<file path="src/rtl/tlb_fault_pkg.sv">
package tlb_fault_pkg;

  typedef enum logic [2:0] {
    KIND_LOAD  = 3'd0,
    KIND_STORE = 3'd1,
    KIND_PURGE = 3'd2,
    KIND_WBACK = 3'd3,
    KIND_INVAL = 3'd4,
    KIND_ALLOC = 3'd5,
    KIND_RSV6  = 3'd6,
    KIND_RSV7  = 3'd7
  } accKindT;

  // Strobes sent from the control module to the datapath.
  typedef struct packed {
    logic takeMulti;
    logic takeMiss;
    logic missWrite;
    logic nested;
    logic hit;
  } tlbStrobeT;

  localparam logic [11:0] EV_MULTI_HIT = 12'h140;
  localparam logic [11:0] EV_MISS_RD   = 12'h040;
  localparam logic [11:0] EV_MISS_WR   = 12'h060;

  localparam int SR_MD_BIT = 30;
  localparam int SR_RB_BIT = 29;
  localparam int SR_BL_BIT = 28;

  function automatic logic kindIsWrite(accKindT k);
    return (k == KIND_STORE) || (k == KIND_INVAL) || (k == KIND_ALLOC);
  endfunction

endpackage

</file>
<file path="src/rtl/tlb_fault_ctrl.sv">
module tlb_fault_ctrl
  import tlb_fault_pkg::*;
#(
  parameter int NUM_ENTRIES = 16,
  parameter int IDX_W       = $clog2(NUM_ENTRIES)
) (
  input  logic                   accValid,
  input  logic [NUM_ENTRIES-1:0] matchVec,
  input  logic [2:0]             accKind,
  input  logic                   blockBit,
  output tlbStrobeT              strobe,
  output logic [IDX_W-1:0]       hitIdx
);

  // Running "seen one" / "seen two" chain across the entries.
  logic [NUM_ENTRIES:0] seenOne;
  logic [NUM_ENTRIES:0] seenTwo;
  assign seenOne[0] = 1'b0;
  assign seenTwo[0] = 1'b0;

  genvar g;
  generate
    for (g = 0; g < NUM_ENTRIES; g++) begin : gChain
      assign seenTwo[g+1] = seenTwo[g] | (seenOne[g] & matchVec[g]);
      assign seenOne[g+1] = seenOne[g] | matchVec[g];
    end
  endgenerate

  always_comb begin
    hitIdx = '0;
    for (int i = 0; i < NUM_ENTRIES; i++) begin
      if (matchVec[i]) hitIdx = IDX_W'(i);
    end
  end

  logic anyHit;
  logic multiHit;
  assign anyHit   = seenOne[NUM_ENTRIES];
  assign multiHit = seenTwo[NUM_ENTRIES];

  always_comb begin
    strobe           = '0;
    strobe.missWrite = kindIsWrite(accKindT'(accKind));
    if (accValid) begin
      if (multiHit) begin
        strobe.takeMulti = 1'b1;
      end else if (!anyHit) begin
        if (blockBit) strobe.nested   = 1'b1;
        else          strobe.takeMiss = 1'b1;
      end else begin
        strobe.hit = 1'b1;
      end
    end
  end

endmodule

</file>
<file path="src/rtl/tlb_fault_dp.sv">
module tlb_fault_dp
  import tlb_fault_pkg::*;
#(
  parameter int          ADDR_W     = 32,
  parameter int          IDX_W      = 4,
  parameter int          VPN_LSB    = 10,
  parameter logic [31:0] RESET_VEC  = 32'hA000_0000,
  parameter logic [31:0] MISS_OFFS  = 32'h0000_0400
) (
  input  logic              clk,
  input  logic              rstN,
  input  tlbStrobeT         strobe,
  input  logic [IDX_W-1:0]  hitIdx,
  input  logic [ADDR_W-1:0] accAddr,
  input  logic [31:0]       curPc,
  input  logic              inDelaySlot,
  input  logic [31:0]       branchPc,
  input  logic [31:0]       statusIn,
  input  logic [31:0]       gr15In,
  input  logic [31:0]       vecBase,
  output logic [ADDR_W-1:0] faultAddr,
  output logic [ADDR_W-1:0] pteHi,
  output logic [11:0]       eventCode,
  output logic [31:0]       savedPc,
  output logic [31:0]       savedStatus,
  output logic [31:0]       savedGr,
  output logic [31:0]       statusOut,
  output logic              redirect,
  output logic [31:0]       redirectPc,
  output logic              xlateValid,
  output logic [IDX_W-1:0]  xlateIndex,
  output logic              nestedFault
);

  localparam int VPN_W = ADDR_W - VPN_LSB;

  logic [31:0] raiseMask;
  always_comb begin
    raiseMask = '0;
    raiseMask[SR_MD_BIT] = 1'b1;
    raiseMask[SR_RB_BIT] = 1'b1;
    raiseMask[SR_BL_BIT] = 1'b1;
  end

  logic anyFault;
  assign anyFault = strobe.takeMulti | strobe.takeMiss;

  // Registers written by both fault kinds
  always_ff @(posedge clk) begin
    if (!rstN) begin
      faultAddr  <= '0;
      eventCode  <= '0;
      redirectPc <= '0;
    end else if (anyFault) begin
      faultAddr <= accAddr;
      if (strobe.takeMulti) begin
        eventCode  <= EV_MULTI_HIT;
        redirectPc <= RESET_VEC;
      end else begin
        eventCode  <= strobe.missWrite ? EV_MISS_WR : EV_MISS_RD;
        redirectPc <= vecBase + MISS_OFFS;
      end
    end
  end

  // Registers written only by a taken miss
  always_ff @(posedge clk) begin
    if (!rstN) begin
      pteHi       <= '0;
      savedPc     <= '0;
      savedStatus <= '0;
      savedGr     <= '0;
      statusOut   <= '0;
    end else if (strobe.takeMiss) begin
      pteHi[ADDR_W-1:VPN_LSB] <= accAddr[ADDR_W-1:VPN_LSB];
      savedPc     <= inDelaySlot ? branchPc : curPc;
      savedStatus <= statusIn;
      savedGr     <= gr15In;
      statusOut   <= statusIn | raiseMask;
    end
  end

  // One-cycle strobes
  always_ff @(posedge clk) begin
    if (!rstN) begin
      redirect    <= 1'b0;
      xlateValid  <= 1'b0;
      xlateIndex  <= '0;
      nestedFault <= 1'b0;
    end else begin
      redirect    <= anyFault;
      xlateValid  <= strobe.hit;
      nestedFault <= strobe.nested;
      if (strobe.hit) xlateIndex <= hitIdx;
    end
  end

  logic [VPN_W-1:0] unusedVpn;
  assign unusedVpn = '0;

endmodule

</file>
<file path="src/rtl/tlb_fault_entry.sv">
module tlb_fault_entry
  import tlb_fault_pkg::*;
#(
  parameter int NUM_ENTRIES = 16,
  parameter int IDX_W       = $clog2(NUM_ENTRIES)
) (
  input  logic                   clk,
  input  logic                   rstN,
  input  logic                   accValid,
  input  logic [31:0]            accAddr,
  input  logic [2:0]             accKind,
  input  logic [31:0]            curPc,
  input  logic                   inDelaySlot,
  input  logic [31:0]            branchPc,
  input  logic [31:0]            statusIn,
  input  logic [31:0]            gr15In,
  input  logic [31:0]            vecBase,
  input  logic [NUM_ENTRIES-1:0] matchVec,
  output logic [31:0]            faultAddr,
  output logic [31:0]            pteHi,
  output logic [11:0]            eventCode,
  output logic [31:0]            savedPc,
  output logic [31:0]            savedStatus,
  output logic [31:0]            savedGr,
  output logic [31:0]            statusOut,
  output logic                   redirect,
  output logic [31:0]            redirectPc,
  output logic                   xlateValid,
  output logic [IDX_W-1:0]       xlateIndex,
  output logic                   nestedFault
);

  tlbStrobeT        strobe;
  logic [IDX_W-1:0] hitIdx;

  tlb_fault_ctrl #(.NUM_ENTRIES(NUM_ENTRIES), .IDX_W(IDX_W)) uCtrl (
    .accValid (accValid),
    .matchVec (matchVec),
    .accKind  (accKind),
    .blockBit (statusIn[SR_BL_BIT]),
    .strobe   (strobe),
    .hitIdx   (hitIdx)
  );

  tlb_fault_dp #(.ADDR_W(32), .IDX_W(IDX_W)) uDp (
    .clk         (clk),
    .rstN        (rstN),
    .strobe      (strobe),
    .hitIdx      (hitIdx),
    .accAddr     (accAddr),
    .curPc       (curPc),
    .inDelaySlot (inDelaySlot),
    .branchPc    (branchPc),
    .statusIn    (statusIn),
    .gr15In      (gr15In),
    .vecBase     (vecBase),
    .faultAddr   (faultAddr),
    .pteHi       (pteHi),
    .eventCode   (eventCode),
    .savedPc     (savedPc),
    .savedStatus (savedStatus),
    .savedGr     (savedGr),
    .statusOut   (statusOut),
    .redirect    (redirect),
    .redirectPc  (redirectPc),
    .xlateValid  (xlateValid),
    .xlateIndex  (xlateIndex),
    .nestedFault (nestedFault)
  );

endmodule

</file>
<file path="config.mk">
export PLATFORM = sky130hd
export DESIGN_NAME = tlb_fault_entry
export DESIGN_NICKNAME = d
export VERILOG_FILES = /design/src/rtl/tlb_fault_pkg.sv /design/src/rtl/tlb_fault_ctrl.sv /design/src/rtl/tlb_fault_dp.sv /design/src/rtl/tlb_fault_entry.sv
export SDC_FILE = /design/constraint.sdc
export NUM_CORES = 1
export LEC_CHECK = 0
export BUFFER_PORTS_ARGS = -buffer_cell sky130_fd_sc_hd__buf_2
export CAP_MARGIN = 20
export CORE_AREA = 2 2 178 180
export DETAILED_ROUTE_END_ITERATION = 6
export DIE_AREA = 0 0 180 182
export PLACE_DENSITY = 0.65
export SKIP_LAST_GASP = 1
export SYNTH_ARGS = -nofsm -noshare
export SYNTH_HDL_FRONTEND = slang
export SYNTH_HIERARCHICAL = 1
export SYNTH_SLANG_ARGS = --single-unit
</file>
<file path="constraint.sdc">
create_clock -name clk -period 3.84 [get_ports clk]
set_clock_uncertainty 0.1 [all_clocks]
set_input_delay 0.768 -clock clk [delete_from_list [all_inputs] [get_ports clk]]
set_output_delay 0.768 -clock clk [all_outputs]
set_load 0.005 [all_outputs]
</file>
Yosys cells after proc, flatten, opt, wreduce, memory -nomap -nowiden

Index checks and enable logic that the tools add are counted.

Add/sub/neg operators: 1
Eq/ne operators: 3
Mux-type cells: 28
Bitwise gates (word level): 47
Reductions and logical operators: 3

Operator list:

| operator                                            | number |
|---|---|
| 2-to-1 mux 32 bit                                   | 2 |
| 2-to-1 mux 4 bit                                    | 14 |
| adder 32 x 11 -> 32 bit, second input constant      | 1 |
| bitwise OR 1 bit                                    | 30 |
| AND 1 bit                                           | 15 |
| 2-to-1 mux 12 bit                                   | 1 |
| 2-to-1 mux 1 bit                                    | 9 |
| equality test 3 bit, second input constant          | 2 |
| 2-to-1 mux 6 bit                                    | 1 |
| OR reduction 4 bit                                  | 1 |
| equality test 3 x 1 -> 1 bit, second input constant | 1 |
| logical OR 1 bit                                    | 2 |
| 2-to-1 mux 2 bit                                    | 1 |
| NOT 1 bit                                           | 2 |

Flip-flop bits (word level): 233
Input bits: 215
Output and inout bits: 243
Word-level logic and storage cells: 94

Longest topological paths before layout

Gate-level depths: netlist of the first run.

Word-level depth: 19
Depth in mapped cells: 11
Mapped depth without buffers: 9

By module

Netlist of the first run, hierarchy kept.

By module, submodules not included:

| module         | instances | cells each | area each (µm²) | sequential area each (µm²) |
|---|---|---|---|---|
| tlb_fault_dp   | 1         | 820        | 8,106.5         | 3,863.7 |
| tlb_fault_ctrl | 1         | 59         | 391.6           | 0.0 |

Worst setup path after synthesis of the first run

Ideal clock, no wire load.

Path kind: input port to flip-flop
Start: input matchVec[11]
End: register uDp.savedPc[0]
Library setup time: 116 ps
Data arrival time: 2,846 ps
Setup slack: 778 ps
Stages: 11
Path buffers: 4
Path through: nor4_1 nand2_1 nor2_1 nand2_1 nor2_1 clkbuf_1 buf_2 clkbuf_1 clkbuf_1 nand2_1 o211a_1

RTL lines:

| item                 | line                  | source |
|---|---|---|
| from (decl)          | tlb_fault_entry.sv:18 | `input logic [NUM_ENTRIES-1:0] matchVec,` |
| to (signal assigned) | tlb_fault_dp.sv:76    | `savedPc <= inDelaySlot ? branchPc : curPc;` |
| to (decl)            | tlb_fault_dp.sv:24    | `output logic [31:0] savedPc,` |

==> flow_results.xml, run 1 <==
<?xml version="1.0" encoding="UTF-8"?>
<metrics>
  <group name="sta">
    <metric name="min_period_over_period" unit="%">82.0</metric>
    <metric name="finalMaxSlewViolations" unit="">0</metric>
    <metric name="setup_violating_endpoint_count_in_the_final_report" unit="">0</metric>
    <metric name="worstMarginPinSlew" unit="ns">0.984</metric>
    <metric name="setup-tns-final" unit="ns">0</metric>
    <metric name="rsz_0062_raised_after_global_routing" unit="">no</metric>
    <metric name="relSlewSlack" unit="%">34.4</metric>
    <metric name="timing_hold_violations_final" unit="">0</metric>
    <metric name="fmaxAchievable" unit="MHz">317</metric>
    <metric name="post-route-min-period" unit="ns">3.15</metric>
  </group>
  <group name="synth">
    <metric name="synth_adder_area_share" unit="%">0.265</metric>
    <metric name="netlist-cell-type-count" unit="">53</metric>
    <metric name="synth.ff_latch_count" unit="">193</metric>
    <metric name="synth_mux_area_share" unit="%">16.3</metric>
    <metric name="synth_simple_gate_area_share" unit="%">18.4</metric>
    <metric name="syn-instance-count" unit="">879</metric>
    <metric name="synth_top_family_by_area" unit="">simple AND/OR/NAND/NOR gates</metric>
    <metric name="synth.yosys.seq_area_share" unit="%">45.5</metric>
    <metric name="synth.yosys.warnings" unit="">6</metric>
    <metric name="complex_gate_fraction_of_the_synthesized_area" unit="%">10.9</metric>
    <metric name="post_synth_xor_area_fraction" unit="%">1.24</metric>
    <metric name="synth.top_cell.area_share" unit="%">45.5</metric>
    <metric name="synth.avg_cell_area" unit="um^2">9.67</metric>
    <metric name="synth.area.top_cells" unit="">sky130_fd_sc_hd__dfxtp_1 (45%), sky130_fd_sc_hd__mux2i_1 (16%), sky130_fd_sc_hd__nor2b_1 (6.8%)</metric>
    <metric name="synthDominantAreaCellType" unit="">sky130_fd_sc_hd__dfxtp_1</metric>
    <metric name="ys_async_sr_fraction" unit="%">0</metric>
    <metric name="dominantRegCellSynth" unit="">sky130_fd_sc_hd__dfxtp_1</metric>
    <metric name="netlist_area" unit="um^2">8500</metric>
    <metric name="synth_enable_flop_cells" unit="">0</metric>
  </group>
  <group name="cts">
    <metric name="max_clock_buf_depth" unit="">2</metric>
    <metric name="cts_buffers" unit="">17</metric>
    <metric name="cts_num_sinks" unit="">193</metric>
    <metric name="clk-insertion-delay-late" unit="ns">0.43</metric>
    <metric name="postCtsHoldBufs" unit="">0</metric>
    <metric name="cts_post_setup_buffers_inserted" unit="">0</metric>
    <metric name="root_buffer" unit="">sky130_fd_sc_hd__clkbuf_16</metric>
    <metric name="post_cts_resized" unit="">0</metric>
    <metric name="cts-htree-levels" unit="">4</metric>
    <metric name="clkTransAtPathRegs" unit="ns">0.07</metric>
    <metric name="cts_tree" unit="">done</metric>
  </group>
  <group name="global_routing">
    <metric name="number_of_global_route_vias_before_repair" unit="">6904</metric>
    <metric name="grt_antenna_before_repair" unit="">0</metric>
    <metric name="grt_max_degree" unit="">96</metric>
    <metric name="globalRouteTotalUtil" unit="%">14.8</metric>
    <metric name="grt_first_pass_wirelength" unit="mm">38.7</metric>
    <metric name="grt-ovfl-total" unit="">0</metric>
  </group>
  <group name="finish">
    <metric name="layout.area.seq" unit="um^2">3860</metric>
    <metric name="nFillCells" unit="">3207</metric>
    <metric name="post_route_cells_drive_above_1_share" unit="%">38.6</metric>
    <metric name="finish.cell_count_without_fillers" unit="">1676</metric>
    <metric name="multi_input_area" unit="um^2">4090</metric>
    <metric name="nNetsFinal" unit="">1477</metric>
    <metric name="num_antenna_cells" unit="">0</metric>
    <metric name="area.growth.synth_to_final" unit="%">33.9</metric>
  </group>
  <group name="placed_design">
    <metric name="dpl.cell_count" unit="">1644</metric>
    <metric name="gpl.final_weighted_congestion" unit="">0.845</metric>
    <metric name="place.detailed.hpwl" unit="mm">19.3</metric>
    <metric name="port_buffers" unit="">438</metric>
  </group>
  <group name="power">
    <metric name="share_comb_of_total_power" unit="%">8.3</metric>
    <metric name="cellPowerDensity" unit="nW/um^2">360</metric>
    <metric name="p_leak" unit="nW">5.31</metric>
    <metric name="power_report.internal_total" unit="mW">3.06</metric>
    <metric name="seq_power_share" unit="%">49.6</metric>
    <metric name="vdd_drop_max" unit="V">0.000264</metric>
    <metric name="swShare" unit="%">25.4</metric>
    <metric name="clockPowerShare" unit="%">42.0</metric>
    <metric name="power_switching" unit="mW">1.04</metric>
  </group>
  <group name="setup_path">
    <metric name="critical_path_class" unit="">in -&gt; reg</metric>
    <metric name="worstSetupStartpoint" unit="">matchVec[6]</metric>
    <metric name="cp-start-kind" unit="">primary input</metric>
    <metric name="r2r-end" unit="">uDp/redirectPc[29]$_SDFFE_PN0P_</metric>
    <metric name="critPathCaptureType" unit="">register</metric>
    <metric name="r2r_start" unit="">uDp/redirectPc[29]$_SDFFE_PN0P_</metric>
    <metric name="worstRegToRegCells" unit="">2</metric>
    <metric name="timing.reg2reg.setup_slack" unit="ns">3.01</metric>
    <metric name="worstPathArrival" unit="ns">3.36</metric>
    <metric name="data_required_time_at_the_worst_endpoint" unit="ns">4.05</metric>
    <metric name="critPathMaxFanout" unit="">22</metric>
  </group>
  <group name="routing">
    <metric name="number_of_vias_per_cell_after_detailed_routing" unit="">4.36</metric>
    <metric name="wirelength" unit="mm">25.4</metric>
    <metric name="ant_nets" unit="">0</metric>
    <metric name="wl_per_cell" unit="um">15.2</metric>
    <metric name="drt-initial-drc-count" unit="">338</metric>
    <metric name="detail_route.drc_violations" unit="">0</metric>
    <metric name="detailroute.via_count" unit="">7310</metric>
    <metric name="drt_pre_antenna_iters" unit="">5</metric>
  </group>
  <group name="hold_path">
    <metric name="holdCritStartpoint" unit="">uDp/faultAddr[30]$_SDFFE_PN0P_</metric>
    <metric name="endpoint_worst_hold" unit="">uDp/faultAddr[30]$_SDFFE_PN0P_</metric>
    <metric name="hold_path_class" unit="">reg -&gt; reg</metric>
    <metric name="min_delay_path_depth" unit="">2</metric>
  </group>
  <group name="floorplanning">
    <metric name="floorplan.die_area" unit="um^2">32800</metric>
    <metric name="die_h" unit="um">182</metric>
    <metric name="placement_rows" unit="">65</metric>
    <metric name="fp.coreArea" unit="um^2">31000</metric>
    <metric name="die-width" unit="um">180</metric>
    <metric name="starting_utilization_of_the_core_area" unit="%">27.4</metric>
    <metric name="top_level_ports" unit="">458</metric>
  </group>
  <group name="run">
    <metric name="drv_cap" unit="">0</metric>
  </group>
  <group name="outcome">
    <metric name="outcome" unit="">completed</metric>
  </group>
</metrics>
[synthesized netlist by cell type, types with 2 or more instances]
| cell type | count |
|---|---|
| sky130_fd_sc_hd__o211a_1 | 32 |
| sky130_fd_sc_hd__xnor2_1 | 9 |
| sky130_fd_sc_hd__a21boi_0 | 33 |
| sky130_fd_sc_hd__nor4_1 | 6 |
| sky130_fd_sc_hd__nor2b_1 | 92 |
| sky130_fd_sc_hd__nor2_1 | 34 |
| sky130_fd_sc_hd__o31ai_1 | 2 |
| sky130_fd_sc_hd__clkbuf_1 | 42 |
| sky130_fd_sc_hd__buf_1 | 6 |
| sky130_fd_sc_hd__nand4_1 | 5 |
| sky130_fd_sc_hd__or3_1 | 2 |
| sky130_fd_sc_hd__and3_1 | 3 |
| sky130_fd_sc_hd__nand2_1 | 121 |
| sky130_fd_sc_hd__o21a_1 | 5 |
| sky130_fd_sc_hd__buf_4 | 50 |
| sky130_fd_sc_hd__a31oi_1 | 3 |
| sky130_fd_sc_hd__mux2i_1 | 138 |
| sky130_fd_sc_hd__dfxtp_1 | 193 |
| sky130_fd_sc_hd__and2_1 | 7 |
| sky130_fd_sc_hd__a211oi_1 | 7 |
| sky130_fd_sc_hd__a32oi_1 | 3 |
| sky130_fd_sc_hd__nor3_1 | 9 |
| sky130_fd_sc_hd__nand3_1 | 10 |
| sky130_fd_sc_hd__o21ai_0 | 12 |
| sky130_fd_sc_hd__inv_1 | 9 |
| sky130_fd_sc_hd__o21bai_1 | 2 |
| sky130_fd_sc_hd__xor2_1 | 3 |
| sky130_fd_sc_hd__a21oi_1 | 5 |
| sky130_fd_sc_hd__nand3b_1 | 3 |
| sky130_fd_sc_hd__nor4_4 | 3 |
| sky130_fd_sc_hd__buf_2 | 8 |
[flip-flops by register name (all words and copies together) (netlist names)]
| register | cells |
|---|---|
| uDp/nestedFault | 1 |
| uDp/savedGr | 32 |
| uDp/faultAddr | 32 |
| uDp/xlateIndex | 4 |
| uDp/statusOut | 1 |
| uDp/savedPc | 32 |
| uDp/redirectPc | 32 |
| uDp/pteHi | 22 |
| uDp/eventCode | 3 |
| uDp/redirect | 1 |
| uDp/savedStatus | 32 |
| uDp/xlateValid | 1 |
[critical path: stages]
cell and delay [ns]:
sky130_fd_sc_hd__buf_2 0.14, sky130_fd_sc_hd__nor4_4 0.37, sky130_fd_sc_hd__nand3_1 0.14, sky130_fd_sc_hd__a2111oi_2 0.41
sky130_fd_sc_hd__nand4b_1 0.20, sky130_fd_sc_hd__o21a_1 0.37, sky130_fd_sc_hd__or2_2 0.55, sky130_fd_sc_hd__buf_12 0.24
sky130_fd_sc_hd__nand2_1 0.07, sky130_fd_sc_hd__a21boi_0 0.08
[power groups by stage]
stage               logic [mW]  clock network (mW)  registers, mW
global placement         0.340                   0           2.08
finish                   0.342                1.72           2.03
floorplan                0.151                   0           2.08
global route             0.377                1.88           2.04
detailed placement       0.344                   0           2.08
CTS                      0.345                1.79           2.03
[cells by family after synthesis]
group	Yosys count
compound gates	114
fa+ha+maj	2
flops	193
other cells	1
mux	138
xor+xnor	12
buf+inv	115
simple gates	304
[cells in the final DEF (no fill, tap or decap), types with 2 or more instances in the layout]
| cell | count |
|---|---|
| sky130_fd_sc_hd__a211oi_1 | 7 |
| sky130_fd_sc_hd__a21boi_0 | 33 |
| sky130_fd_sc_hd__a21oi_1 | 5 |
| sky130_fd_sc_hd__a31oi_1 | 3 |
| sky130_fd_sc_hd__a32oi_1 | 3 |
| sky130_fd_sc_hd__and2_1 | 7 |
| sky130_fd_sc_hd__and3_1 | 3 |
| sky130_fd_sc_hd__buf_12 | 3 |
| sky130_fd_sc_hd__buf_2 | 437 |
| sky130_fd_sc_hd__buf_4 | 11 |
| sky130_fd_sc_hd__clkbuf_16 | 17 |
| sky130_fd_sc_hd__clkinv_4 | 3 |
| sky130_fd_sc_hd__clkinvlp_4 | 4 |
| sky130_fd_sc_hd__conb_1 | 19 |
| sky130_fd_sc_hd__dfxtp_1 | 193 |
| sky130_fd_sc_hd__inv_1 | 9 |
| sky130_fd_sc_hd__inv_6 | 2 |
| sky130_fd_sc_hd__inv_8 | 4 |
| sky130_fd_sc_hd__mux2i_1 | 138 |
| sky130_fd_sc_hd__nand2_1 | 121 |
| sky130_fd_sc_hd__nand3_1 | 10 |
| sky130_fd_sc_hd__nand3b_1 | 3 |
| sky130_fd_sc_hd__nand4_1 | 5 |
| sky130_fd_sc_hd__nor2_1 | 32 |
| sky130_fd_sc_hd__nor2_4 | 2 |
| sky130_fd_sc_hd__nor2b_1 | 92 |
| sky130_fd_sc_hd__nor3_1 | 9 |
| sky130_fd_sc_hd__nor4_1 | 6 |
| sky130_fd_sc_hd__nor4_4 | 3 |
| sky130_fd_sc_hd__o211a_1 | 32 |
| sky130_fd_sc_hd__o21a_1 | 5 |
| sky130_fd_sc_hd__o21ai_0 | 12 |
| sky130_fd_sc_hd__o21bai_1 | 2 |
| sky130_fd_sc_hd__o31ai_1 | 2 |
| sky130_fd_sc_hd__or3_1 | 2 |
| sky130_fd_sc_hd__xnor2_1 | 9 |
| sky130_fd_sc_hd__xor2_1 | 3 |
[area by class of cell]
type / instances / share of cell area (%)
Clock buffer: 19 / 3.89
Tap cell: 402 / 4.42
Clock inverter: 13 / 1.04
Timing Repair Buffer: 451 / 20.5
Inverter: 9 / 0.297
Multi-Input combinational cell: 589 / 35.9
Sequential cell: 193 / 34.0
[how the worst max path moves through the flow]
stage / to / slack (ns) / cells after the start
floorplan: uDp/savedPc[0]$_SDFFE_PN0P_ / 0.78 / 11
global placement: uDp/redirectPc[17]$_SDFFE_PN0P_ / 0.38 / 8
detailed placement: uDp/redirectPc[10]$_SDFFE_PN0P_ / 0.27 / 8
CTS: uDp/redirectPc[10]$_SDFFE_PN0P_ / 0.73 / 8
global route: uDp/redirectPc[17]$_SDFFE_PN0P_ / 0.49 / 8
finish: uDp/faultAddr[7]$_SDFFE_PN0P_ / 0.69 / 10
[through the flow]
step | power, mW | setup slack (ns) | utilization, % | hold WS [ns] | cell area, um^2
CTS | 4.17 | 0.734 | 36.7 | 0.365 | 11400
floorplan | 2.23 | 0.778 | - | 0.349 | 8570
global route | 4.30 | 0.487 | 36.7 | 0.378 | 11400
detailed placement | 2.42 | 0.272 | 34.9 | 0.343 | 10800
global placement | 2.42 | 0.381 | 34.9 | 0.345 | 10800
finish | 4.10 | 0.689 | 36.7 | 0.360 | 11400
[routing by layer]
layer,GRT usage [%],vias up,part of all wire (%)
met2,24.1,240,47
met1,19.8,3355,46
met5,0,-,0
met3,2.77,22,5.5
li1,-,3693,-
met4,4.91,0,1.5
No activity file was read; power rests on OpenSTA's default activity.
==> run 2, diff against run 1 <==
ABC_AREA = 1   (was unset)
CORE_AREA = 2 2 179 181   (was 2 2 178 180)
DIE_AREA = 0 0 181 183   (was 0 0 180 182)
PLACE_DENSITY = 0.66   (was 0.65)
clock period = 2.8 ns   (was 3.84 ns; I/O delays follow)
==> run 2 against run 1 <==
Effect of this change: global-route usage is 1.8 points higher; sequential power up 38%; power grew 38%; largest power group unchanged; highest routed layer unchanged.
==> flow_results.xml, run 2 <==
<?xml version="1.0" encoding="UTF-8"?>
<metrics>
  <group name="global_routing">
    <metric name="grt_max_degree" unit="">74</metric>
    <metric name="grt_first_pass_wirelength" unit="mm">43.5</metric>
    <metric name="grt_antenna_before_repair" unit="">0</metric>
    <metric name="globalRouteTotalUtil" unit="%">16.6</metric>
    <metric name="grt-ovfl-total" unit="">0</metric>
    <metric name="number_of_global_route_vias_before_repair" unit="">8122</metric>
  </group>
  <group name="synth">
    <metric name="synth_top_family_by_area" unit="">simple AND/OR/NAND/NOR gates</metric>
    <metric name="syn-instance-count" unit="">1158</metric>
    <metric name="synthDominantAreaCellType" unit="">sky130_fd_sc_hd__dfxtp_1</metric>
    <metric name="synth.avg_cell_area" unit="um^2">7.21</metric>
    <metric name="synth.top_cell.area_share" unit="%">46.3</metric>
    <metric name="synth_adder_area_share" unit="%">0.150</metric>
    <metric name="synthMostInstantiatedCell" unit="">sky130_fd_sc_hd__nor2_1</metric>
    <metric name="netlist_area" unit="um^2">8340</metric>
    <metric name="synth_mux_area_share" unit="%">0</metric>
    <metric name="synth_simple_gate_area_share" unit="%">27.2</metric>
    <metric name="synth.yosys.seq_area_share" unit="%">46.3</metric>
    <metric name="synth_top_cells_by_count" unit="">sky130_fd_sc_hd__nor2_1 (281), sky130_fd_sc_hd__dfxtp_1 (193), sky130_fd_sc_hd__nand2_1 (185)</metric>
    <metric name="synth.ff_latch_count" unit="">193</metric>
    <metric name="ys_async_sr_fraction" unit="%">0</metric>
    <metric name="dominantRegCellSynth" unit="">sky130_fd_sc_hd__dfxtp_1</metric>
    <metric name="synth.yosys.warnings" unit="">6</metric>
    <metric name="synth.area.top_cells" unit="">sky130_fd_sc_hd__dfxtp_1 (46%), sky130_fd_sc_hd__nor2_1 (13%), sky130_fd_sc_hd__nand2_1 (8.3%)</metric>
    <metric name="synth_enable_flop_cells" unit="">0</metric>
    <metric name="post_synth_xor_area_fraction" unit="%">0.105</metric>
    <metric name="netlist-cell-type-count" unit="">35</metric>
    <metric name="complex_gate_fraction_of_the_synthesized_area" unit="%">14.5</metric>
  </group>
  <group name="sta">
    <metric name="hold_slack" unit="ns">0.224</metric>
    <metric name="relSlewSlack" unit="%">54.3</metric>
    <metric name="min_period_over_period" unit="%">87.0</metric>
    <metric name="worstMarginPinSlew" unit="ns">0.685</metric>
    <metric name="post-route-min-period" unit="ns">2.44</metric>
    <metric name="setup_violating_endpoint_count_in_the_final_report" unit="">0</metric>
    <metric name="rsz_0062_raised_after_global_routing" unit="">no</metric>
    <metric name="timing_hold_violations_final" unit="">0</metric>
    <metric name="finalMaxSlewViolations" unit="">0</metric>
    <metric name="setup-tns-final" unit="ns">0</metric>
    <metric name="fmaxAchievable" unit="MHz">411</metric>
  </group>
  <group name="setup_path">
    <metric name="critPathCaptureType" unit="">register</metric>
    <metric name="worst_path_max_delay_cell" unit="">sky130_fd_sc_hd__nor2_4</metric>
    <metric name="timing.critical_path.max_delay_family" unit="">simple AND/OR/NAND/NOR gates</metric>
    <metric name="critical_path_cell_count" unit="">17</metric>
    <metric name="critPathMaxFanout" unit="">12</metric>
    <metric name="cp-start-kind" unit="">primary input</metric>
    <metric name="critical_path_class" unit="">in -&gt; reg</metric>
    <metric name="data_required_time_at_the_worst_endpoint" unit="ns">3.07</metric>
    <metric name="worstSetupStartpoint" unit="">matchVec[4]</metric>
    <metric name="worstPathArrival" unit="ns">2.70</metric>
    <metric name="worstRegToRegCells" unit="">2</metric>
    <metric name="r2r_start" unit="">uDp/redirectPc[29]$_SDFFE_PN0P_</metric>
    <metric name="worst_path_most_repeated_cell" unit="">sky130_fd_sc_hd__nor2_4</metric>
    <metric name="worst-path-buf-inv" unit="">5</metric>
    <metric name="worst_path_cell_trace" unit="">buf_2 -&gt; nor2_2 -&gt; nand3_2 -&gt; nor2_4 -&gt; nand3_2 -&gt; o21ai_2 -&gt; inv_2 -&gt; nor2_4 -&gt; nand4_1 -&gt; nor2_4 -&gt; buf_4 -&gt; inv_4 -&gt; nor2_4 -&gt; inv_2 -&gt; a21oi_1 -&gt; o21ai_0 -&gt; a21oi_1</metric>
    <metric name="critical-path-max-stage-delay" unit="ns">0.20</metric>
  </group>
  <group name="cts">
    <metric name="cts_tree" unit="">done</metric>
    <metric name="postCtsHoldBufs" unit="">0</metric>
    <metric name="max_clock_buf_depth" unit="">2</metric>
    <metric name="cts_buffers" unit="">17</metric>
    <metric name="cts_post_setup_buffers_inserted" unit="">0</metric>
    <metric name="cts-htree-levels" unit="">4</metric>
    <metric name="clkTransAtPathRegs" unit="ns">0.08</metric>
    <metric name="post_cts_resized" unit="">0</metric>
    <metric name="root_buffer" unit="">sky130_fd_sc_hd__clkbuf_16</metric>
    <metric name="clk-insertion-delay-late" unit="ns">0.44</metric>
    <metric name="cts_num_sinks" unit="">193</metric>
  </group>
  <group name="placed_design">
    <metric name="port_buffers" unit="">438</metric>
    <metric name="place.detailed.hpwl" unit="mm">21.9</metric>
    <metric name="gpl.final_weighted_congestion" unit="">0.863</metric>
    <metric name="dpl.cell_count" unit="">1939</metric>
  </group>
  <group name="routing">
    <metric name="wl_per_cell" unit="um">14.5</metric>
    <metric name="drt-initial-drc-count" unit="">359</metric>
    <metric name="wirelength" unit="mm">28.5</metric>
    <metric name="detailroute.via_count" unit="">8793</metric>
    <metric name="detail_route.drc_violations" unit="">0</metric>
    <metric name="number_of_vias_per_cell_after_detailed_routing" unit="">4.46</metric>
    <metric name="ant_nets" unit="">0</metric>
    <metric name="drt_pre_antenna_iters" unit="">5</metric>
  </group>
  <group name="finish">
    <metric name="area.growth.synth_to_final" unit="%">36.8</metric>
    <metric name="finalCoreUtilization" unit="%">36.6</metric>
    <metric name="post_route_cells_drive_above_1_share" unit="%">34.8</metric>
    <metric name="final_common_cell" unit="">sky130_fd_sc_hd__buf_2</metric>
    <metric name="most-common-layout-cells" unit="">sky130_fd_sc_hd__buf_2 (437), sky130_fd_sc_hd__nor2_1 (279), sky130_fd_sc_hd__dfxtp_1 (193)</metric>
    <metric name="nNetsFinal" unit="">1772</metric>
    <metric name="finish.cell_count_without_fillers" unit="">1971</metric>
    <metric name="num_antenna_cells" unit="">0</metric>
  </group>
  <group name="floorplanning">
    <metric name="placement_rows" unit="">65</metric>
    <metric name="starting_utilization_of_the_core_area" unit="%">26.7</metric>
    <metric name="floorplan.die_area" unit="um^2">33100</metric>
    <metric name="fp.coreArea" unit="um^2">31200</metric>
    <metric name="top_level_ports" unit="">458</metric>
    <metric name="die_h" unit="um">183</metric>
    <metric name="die-width" unit="um">181</metric>
  </group>
  <group name="power">
    <metric name="vdd_drop_max" unit="V">0.000375</metric>
    <metric name="cellPowerDensity" unit="nW/um^2">495</metric>
    <metric name="p_leak" unit="nW">6.15</metric>
    <metric name="post-layout-total-power" unit="mW">5.66</metric>
  </group>
  <group name="hold_path">
    <metric name="min_delay_path_depth" unit="">3</metric>
    <metric name="hold_path_class" unit="">in -&gt; reg</metric>
    <metric name="holdCritStartpoint" unit="">gr15In[13]</metric>
  </group>
  <group name="outcome">
    <metric name="outcome" unit="">completed</metric>
  </group>
  <group name="run">
    <metric name="drv_cap" unit="">0</metric>
  </group>
</metrics>
[run 2: cell count changes after synthesis, sizes merged, moves of 32 or more]
cell and delta:
a21boi -32, a21oi +38, inv +72, mux2i -138
nand2 +71, nand3 +47, nor2 +258, nor2b -92
o211a -32, o211ai +33, o21ai +124
[run 2: routing by layer]
layer	vias to the layer above	part of all wire, %	global-route usage [%]
met2	341	50	29.6
met5	-	0	0
met1	4002	41	18.9
met4	0	1.9	5.76
met3	32	8.0	5.14
li1	4418	-	-
[run 2: area by class of cell]
type	instances	area [um^2]
fillers	3320	19800
flip-flops and latches	193	3860
multi-input cells	786	3580
repair buffers	476	2610
well taps	402	503
clock buffers	18	429
inverters	82	310
clock inverters	14	121
[run 2: report_power, final]
group          total, mW  internal, mW  switching, mW
Combinational      0.494         0.217          0.277
Sequential          2.80          2.78         0.0202
Clock               2.36          1.17           1.19
Total               5.66          4.17           1.49
[run 2: worst paths after layout]
path	endpoint	slack, ns
max	uDp/redirectPc[21]$_SDFFE_PN0P_	0.36
min reg2reg	uDp/redirectPc[27]$_SDFFE_PN0P_	0.37
min	uDp/savedGr[13]$_SDFFE_PN0P_	0.22
max reg2reg	uDp/redirectPc[29]$_SDFFE_PN0P_	2.01
[run 2: per-stage QoR]
stage	area (um^2)	setup WS [ns]
final	11400	0.364
after floorplan	8410	0.303
after global placement	10900	-0.0128
after CTS	11400	0.411
after detailed placement	10900	-0.0763
after global routing	11400	0.188
[run 2: cells by family after synthesis]
kind of cell / count (synthesis)
AOI/OAI and AO/OA: 218
xor gates and xnor gates: 1
adders and majority gates: 1
buffers and inverters: 197
DFF: 193
other: 1
and+or+nand+nor: 547
[run 2: worst reg2reg max path, stage by stage, from the launching register on]
cell and delay [ns]:
sky130_fd_sc_hd__dfxtp_1 0.31, sky130_fd_sc_hd__a21oi_1 0.17, sky130_fd_sc_hd__a21oi_2 0.07
